$ cat src/rtl/sps_pkg.sv
package sps_pkg;

  typedef struct packed {
    logic wrEn;
    logic rdAct;
    logic rdOdd;
  } strobe_t;

  typedef struct packed {
    logic vs;
    logic hs;
    logic de;
  } sync_t;

endpackage

$ cat src/rtl/sps_ctrl.sv
module sps_ctrl
  import sps_pkg::*;
#(
  parameter int MAX_HALF = 64,
  localparam int AW = $clog2(2 * MAX_HALF),
  localparam int HW = $clog2(MAX_HALF + 1)
) (
  input  logic          clk,
  input  logic          rstN,
  input  logic          hsIn,
  input  logic          vsIn,
  input  logic          deIn,
  input  logic [HW-1:0] halfWidth,
  output strobe_t       stb,
  output logic [AW-1:0] wrAddr,
  output logic [AW-1:0] rdAddr,
  output sync_t         syncOut,
  output logic          lenErr
);

  localparam int LINE_MAX = 2 * MAX_HALF;

  logic [HW-1:0] hwC;
  logic [AW:0]   wrCol;
  logic [AW:0]   rdStep;
  logic [AW-1:0] pairIdx;
  logic          prevDe;
  sync_t         dly [MAX_HALF+1];
  sync_t         tapRd;

  // clamp the configured width into the supported range
  always_comb begin
    if (halfWidth == '0)                  hwC = HW'(1);
    else if (halfWidth > HW'(MAX_HALF))   hwC = HW'(MAX_HALF);
    else                                  hwC = halfWidth;
  end

  // timing delay line: element d holds inputs sampled d+1 edges ago
  always_ff @(posedge clk or negedge rstN) begin
    if (!rstN) begin
      for (int i = 0; i <= MAX_HALF; i++) dly[i] <= '0;
    end else begin
      dly[0] <= '{vs: vsIn, hs: hsIn, de: deIn};
      for (int i = 1; i <= MAX_HALF; i++) dly[i] <= dly[i-1];
    end
  end

  assign tapRd   = dly[hwC - HW'(1)];
  assign syncOut = dly[hwC];

  // write side: column counter restarts outside active video and on VSYNC
  assign stb.wrEn = deIn && (wrCol < (AW+1)'(LINE_MAX));
  assign wrAddr   = wrCol[AW-1:0];

  always_ff @(posedge clk or negedge rstN) begin
    if (!rstN) begin
      wrCol  <= '0;
      prevDe <= 1'b0;
      lenErr <= 1'b0;
    end else begin
      prevDe <= deIn;
      if (vsIn || !deIn)  wrCol <= '0;
      else if (stb.wrEn)  wrCol <= wrCol + 1'b1;
      if (prevDe && !deIn && (wrCol != (AW+1)'({hwC, 1'b0})))
        lenErr <= 1'b1;
    end
  end

  // read side: interleave left/right once the delayed window opens
  assign stb.rdAct = tapRd.de;
  assign stb.rdOdd = rdStep[0];
  assign pairIdx   = rdStep[AW:1];
  assign rdAddr    = stb.rdOdd ? (AW'(hwC) + pairIdx) : pairIdx;

  always_ff @(posedge clk or negedge rstN) begin
    if (!rstN)                      rdStep <= '0;
    else if (!tapRd.de || tapRd.vs) rdStep <= '0;
    else                            rdStep <= rdStep + 1'b1;
  end

  assert_err_sticky_R7: assert property (@(posedge clk) disable iff (!rstN)
    lenErr |=> lenErr);

  assert_wr_bound_R7: assert property (@(posedge clk) disable iff (!rstN)
    wrCol <= (AW+1)'(LINE_MAX));

endmodule

$ cat src/rtl/sps_data.sv
module sps_data
  import sps_pkg::*;
#(
  parameter int PIX_W    = 16,
  parameter int MAX_HALF = 64,
  localparam int AW    = $clog2(2 * MAX_HALF),
  localparam int DEPTH = 2 * MAX_HALF
) (
  input  logic             clk,
  input  logic             rstN,
  input  strobe_t          stb,
  input  logic [AW-1:0]    wrAddr,
  input  logic [AW-1:0]    rdAddr,
  input  logic [PIX_W-1:0] pixIn,
  output logic [PIX_W-1:0] pixA,
  output logic             validA,
  output logic [PIX_W-1:0] pixB,
  output logic             validB
);

  logic [PIX_W-1:0] lineMem [DEPTH];
  logic [PIX_W-1:0] rdPix;

  always_ff @(posedge clk) begin
    if (stb.wrEn) lineMem[wrAddr] <= pixIn;
  end

  assign rdPix = lineMem[rdAddr];

  always_ff @(posedge clk or negedge rstN) begin
    if (!rstN) begin
      pixA   <= '0;
      pixB   <= '0;
      validA <= 1'b0;
      validB <= 1'b0;
    end else begin
      validA <= stb.rdAct && !stb.rdOdd;
      validB <= stb.rdAct &&  stb.rdOdd;
      if (stb.rdAct && !stb.rdOdd) pixA <= rdPix;
      if (stb.rdAct &&  stb.rdOdd) pixB <= rdPix;
    end
  end

  assert_valid_excl_R4: assert property (@(posedge clk) disable iff (!rstN)
    !(validA && validB));

  assert_a_half_rate_R4: assert property (@(posedge clk) disable iff (!rstN)
    validA |=> !validA);

  assert_b_half_rate_R4: assert property (@(posedge clk) disable iff (!rstN)
    validB |=> !validB);

  assert_b_after_a_R3: assert property (@(posedge clk) disable iff (!rstN)
    validB |-> $past(validA));

endmodule

$ cat src/rtl/sf_pixel_splitter.sv
module sf_pixel_splitter
  import sps_pkg::*;
#(
  parameter int PIX_W    = 16,
  parameter int MAX_HALF = 64,
  localparam int AW = $clog2(2 * MAX_HALF),
  localparam int HW = $clog2(MAX_HALF + 1)
) (
  input  logic             clk,
  input  logic             rstN,
  input  logic [PIX_W-1:0] pixIn,
  input  logic             hsIn,
  input  logic             vsIn,
  input  logic             deIn,
  input  logic [HW-1:0]    halfWidth,
  output logic [PIX_W-1:0] pixA,
  output logic             validA,
  output logic [PIX_W-1:0] pixB,
  output logic             validB,
  output logic             syncHs,
  output logic             syncVs,
  output logic             syncDe,
  output logic             lenErr
);

  strobe_t       stb;
  sync_t         syncOut;
  logic [AW-1:0] wrAddr;
  logic [AW-1:0] rdAddr;

  sps_ctrl #(.MAX_HALF(MAX_HALF)) ctrl_i (
    .clk(clk), .rstN(rstN), .hsIn(hsIn), .vsIn(vsIn), .deIn(deIn),
    .halfWidth(halfWidth), .stb(stb), .wrAddr(wrAddr), .rdAddr(rdAddr),
    .syncOut(syncOut), .lenErr(lenErr)
  );

  sps_data #(.PIX_W(PIX_W), .MAX_HALF(MAX_HALF)) data_i (
    .clk(clk), .rstN(rstN), .stb(stb), .wrAddr(wrAddr), .rdAddr(rdAddr),
    .pixIn(pixIn), .pixA(pixA), .validA(validA), .pixB(pixB), .validB(validB)
  );

  assign syncHs = syncOut.hs;
  assign syncVs = syncOut.vs;
  assign syncDe = syncOut.de;

  assert_valid_in_window_R5: assert property (@(posedge clk) disable iff (!rstN)
    (validA || validB) |-> syncDe);

endmodule

$ cat config.mk
export PLATFORM = sky130hd
export DESIGN_NAME = sf_pixel_splitter
export DESIGN_NICKNAME = d
export VERILOG_FILES = /design/src/rtl/sps_pkg.sv /design/src/rtl/sps_ctrl.sv /design/src/rtl/sps_data.sv /design/src/rtl/sf_pixel_splitter.sv
export SDC_FILE = /design/constraint.sdc
export NUM_CORES = 2
export LEC_CHECK = 0
export BUFFER_PORTS_ARGS = -buffer_cell sky130_fd_sc_hd__buf_2
export CAP_MARGIN = 20
export CORE_MARGIN = 5
export CORE_UTILIZATION = 57
export DETAILED_ROUTE_END_ITERATION = 7
export GPL_TIMING_DRIVEN = 0
export PLACE_DENSITY = 0.76
export SYNTH_ARGS = -nofsm -noshare
export SYNTH_HDL_FRONTEND = slang
export SYNTH_SLANG_ARGS = --single-unit
$ cat constraint.sdc
create_clock -name clk -period 3.19 [get_ports clk]
set_input_delay 0.1595 -clock clk [delete_from_list [all_inputs] [get_ports clk]]
set_output_delay 0.1595 -clock clk [all_outputs]
set_load 0.005 [all_outputs]
==> flow_summary.toml <==
[global_routing]
global_route_wire_length_before_repair_um = 382000
gr-total-overflow = 0
grt_usage_pct = 31.1
grt_pass1_vias = 56700
grt_antenna_before_repair = 15
grt_max_degree = 111

[logic_synthesis]
post_synth.cell_area_avg_um2 = 15.1
synth_seq_cells = 2294
synth_simple_gate_area_share_pct = 11.1
yosys.area_share.xor_xnor_pct = 0.191
post_synth_instance_area_mm2 = 0.0916
async_reset_ff_share_pct = 10.7
synthesis.instances = 6056
synth-compound-area-share_pct = 2.03
synthFlopType = "edfxtp_1"
synth_cell_types = 72
yosys_warnings = 0
synth_top_family_by_area = "simple AND/OR/NAND/NOR gates"
synth_enable_flop_cells = 2048
seq_area_frac_synth_pct = 73.9
synth_mux_area_share_pct = 10.9
synth_fa_ha_area_share_pct = 0.158
syn_nets = 6095

[worst_setup_path]
ff2ff_setup_slack_ps = -830
worst_path_largest_cell_delay_ps = 570
worst-path-max-fanout = 5
crit_path_start = "ctrl_i.rdStep[1]"
critical_path_buf_inv_count = 5
timing.rr.end = "data_i.pixB[7]"
critPathCapture = "data_i.pixB[7]"
startpoint_class_of_the_critical_path = "flop"
worst_setup_path_end_kind = "flop"
critPathKind = "reg2reg"
critical_path.cell_chain = "ha_4 -> fa_2 -> xnor2_2 -> a21o_1 -> buf_8 -> clkbuf_16 -> buf_12 -> clkbuf_16 -> mux4_2 -> a32oi_4 -> nand4_1 -> nand4_1 -> buf_6 -> mux2_4"
rr_worst_depth = 14
crit_arrival_ps = 4810
worst_r2r_start = "ctrl_i.rdStep[1]"
cp.depth = 14
timing.critical_path.slowest_stage_cell = "mux4_2"
worst_path_dominant_cell_family = "buffers and inverters"
crit_required_ps = 3980

[cts]
cts_tree = "built"
cts-buffers-inserted = 217
cts_max_path_buffers = 3
clk-insertion-delay-late_ps = 870
cts_htree_levels = 4
worst_setup_hold_path_clk_slew_ps = 60
cts_num_sinks = 2294
clk_root_buffer_cell = "clkbuf_16"

[floorplan]
total_die_area_mm2 = 0.169
fp.coreArea_mm2 = 0.160
initial_core_util_pct = 57.2
chipWidth_um = 411
fp-row-count = 147
num_io_pins = 66
die_h_um = 411

[power]
power_report.internal_total_uw = 52600
power.net_switching_uw = 19500
power.sequential.fraction_pct = 46.2
power_switching_share_pct = 27.1
power_frac_comb_pct = 18.1
power_frac_clock_pct = 35.6
pwr_density_cell_mw_per_mm2 = 661
leakagePower_uw = 0.0406
max-vdd-ir-drop_mv = 0.515

[outcome]
status = "complete, but fails checks"
violations_in_the_final_reports = "negative setup slack"

[route]
ant_nets = 0
drcViolationCount = 0
average_wire_per_cell_in_the_routed_design_um = 29.7
vias_per_cell = 6.48
totalWireLength_um = 267000
route.vias.total = 58200
drt-initial-drc-count = 8560
drtPass1Iterations = 6

[layout]
design_area_mm2 = 0.109
areaGrowthSynthToFinish_pct = 19.1
fill_cells = 10100
final_nets = 6665
drive_gt1_share_pct = 20.7

[place]
i_o_buffers = 64
dp.final_hpwl_um = 169000
globalplace.congestion = 1.01
preCtsSetupSlack_ps = -4330
place_area_mm2 = 0.0975

[sta]
post-route-min-period_ps = 4020
maxClockFrequency_mhz = 249
final_min_period_over_clock_period_pct = 126
max_slew.worst_pin.slew_ps = 1080
timing.hold.ws_ps = 121
final.setup.tns_ps = -26710
layout_setup_ws_ps = -828
grt_setup_unrepaired = "true"
setup_viol = 76
slew_headroom_pct = 28.0
final-max-slew-violation-count = 0
report.final.hold_viol_count = 0
final.setup_skew_ps = 49.2

[hold_path]
min_path_type = "in2reg"

[run]
maxCapViolCount = 0
==> synthesized netlist by cell type (all sizes together), types with 3 or more instances <==
master / count / area share [%]
nor2: 152 / 0.62
nor4: 11 / 0.082
xor2: 9 / 0.086
edfxtp: 2048 / 67
or3: 13 / 0.089
or4: 4 / 0.037
nand3b: 4 / 0.033
a31oi: 13 / 0.089
a21oi: 12 / 0.066
and2: 3 / 0.020
a311oi: 16 / 0.15
nor3: 6 / 0.033
mux4: 161 / 4.0
a32oi: 130 / 1.2
o21ai: 12 / 0.070
a2111oi: 4 / 0.040
xnor2: 11 / 0.11
dfrtp: 246 / 6.7
a211oi: 4 / 0.033
nand2: 1172 / 4.8
and3: 16 / 0.11
clkbuf: 317 / 1.3
nand4: 85 / 0.58
ha: 10 / 0.14
a21o: 4 / 0.033
mux2: 36 / 0.48
nor2b: 14 / 0.096
o211ai: 7 / 0.078
nand3: 827 / 4.5
mux2i: 589 / 6.4
inv: 11 / 0.045
o21a: 3 / 0.025
buf: 74 / 0.39
==> area by class of cell <==
type,instances,area (um^2),area share (%)
Sequential cell,2294,67700,62.0
Multi-Input combinational cell,3359,24200,22.2
Clock buffer,286,5830,5.34
Timing Repair Buffer,363,4490,4.12
Buffer,379,2880,2.64
Tap cell,2160,2700,2.48
Clock inverter,116,1230,1.13
Inverter,12,63.8,0.0585
Antenna cell,9,22.5,0.0206
==> worst min path at each step <==
stage / cells past startpoint / endpoint / slack (ps) / from
5_1_grt: 6 / ctrl_i.lenErr / 110 / halfWidth[6]
2_1_floorplan: 0 / ctrl_i.dly[0] / -140 / rstN
4_1_cts: 6 / ctrl_i.lenErr / 80 / halfWidth[6]
6_report: 6 / ctrl_i.lenErr / 120 / halfWidth[6]
3_5_place_dp: 1 / ctrl_i.dly[89] / 150 / rstN
3_3_place_gp: 1 / ctrl_i.dly[193] / 270 / hsIn
==> per-layer routing <==
| metal | up-vias | wire length, um | share of wire (%) | GRT usage [%] |
|---|---|---|---|---|
| li1 | 24200 | - | - | - |
| met1 | 28900 | 94200 | 35 | 41.6 |
| met2 | 4274 | 121000 | 45 | 47.4 |
| met3 | 877 | 35400 | 13 | 8.68 |
| met4 | 8 | 15900 | 6.0 | 15.7 |
| met5 | - | 54 | 0.020 | 0 |
==> registers in the layout (all words and copies together) (netlist names) <==
| signal | cells |
|---|---|
| data_i.validA | 1 |
| ctrl_i.rdStep | 8 |
| ctrl_i.wrCol | 8 |
| data_i.pixA | 16 |
| data_i.validB | 1 |
| ctrl_i.dly | 195 |
| data_i.pixB | 16 |
| ctrl_i.lenErr | 1 |
| data_i.lineMem | 2048 |
==> power groups by stage <==
stage               combinational (uW)  sequential [uW]  clock (uW)
finish                           13100            33300       25700
global route                     13600            33400       27100
CTS                              12400            33300       25700
detailed placement               10800            33900           0
global placement                 10400            34000           0
floorplan                         6430            33900           0
==> cells by family (layout without fill, tap and decap cells) <==
| logic type | after synthesis | in the layout |
|---|---|---|
| simple gates | 2316 | 2316 |
| flops | 2294 | 2294 |
| mux | 786 | 786 |
| buf+inv | 403 | 1156 |
| compound gates | 226 | 226 |
| xor+xnor | 20 | 20 |
| fa+ha+maj | 11 | 11 |
| other cells | 0 | 9 |
==> stage by stage <==
stage                     util (%)  power, uW  instances
final                         68.1      72100       8978
after global routing          68.1      74000       8969
after CTS                     67.6      71500       8946
after detailed placement      60.9      44700       8414
after global placement        59.4      44400       8280
after floorplan                  -      40300       6056
==> worst register-to-register path, delay by kind of cell, from the launching register on <==
kind            cells  cell delay [ps]
flops               1              440
compound gates      2              530
fa+ha+maj           2              570
xor+xnor            1              240
mux                 2              740
simple gates        2              610
buf+inv             5              830
==> what timing repair did <==
item	in CTS	in global routing
hold buffers	23	0
setup endpoints to repair	841	371
cloned	6	1
resized for setup	566	177
pin swaps	102	81
hold endpoints to repair	1101	0
buffers inserted	108	35
==> placed cells by master, fill, tap and decap left out, drive strengths merged, types with 3 or more instances in the layout <==
cell / Yosys / final
edfxtp: 2048 / 2048
nand2: 1172 / 1172
nand3: 827 / 827
mux2i: 589 / 589
clkbuf: 317 / 579
buf: 74 / 426
dfrtp: 246 / 246
mux4: 161 / 161
nor2: 152 / 152
a32oi: 130 / 130
nand4: 85 / 85
clkinv: 1 / 83
mux2: 36 / 36
dlygate4sd3: 0 / 22
bufinv: 0 / 19
inv: 11 / 18
and3: 16 / 16
a311oi: 16 / 16
nor2b: 14 / 14
or3: 13 / 13
a31oi: 13 / 13
o21ai: 12 / 12
a21oi: 12 / 12
xnor2: 11 / 11
nor4: 11 / 11
ha: 10 / 10
diode: 0 / 9
xor2: 9 / 9
clkinvlp: 0 / 8
o211ai: 7 / 7
nor3: 6 / 6
nand3b: 4 / 4
a211oi: 4 / 4
a21o: 4 / 4
or4: 4 / 4
a2111oi: 4 / 4
and2: 3 / 3
o21a: 3 / 3
Power figures use the tool's default switching activity.
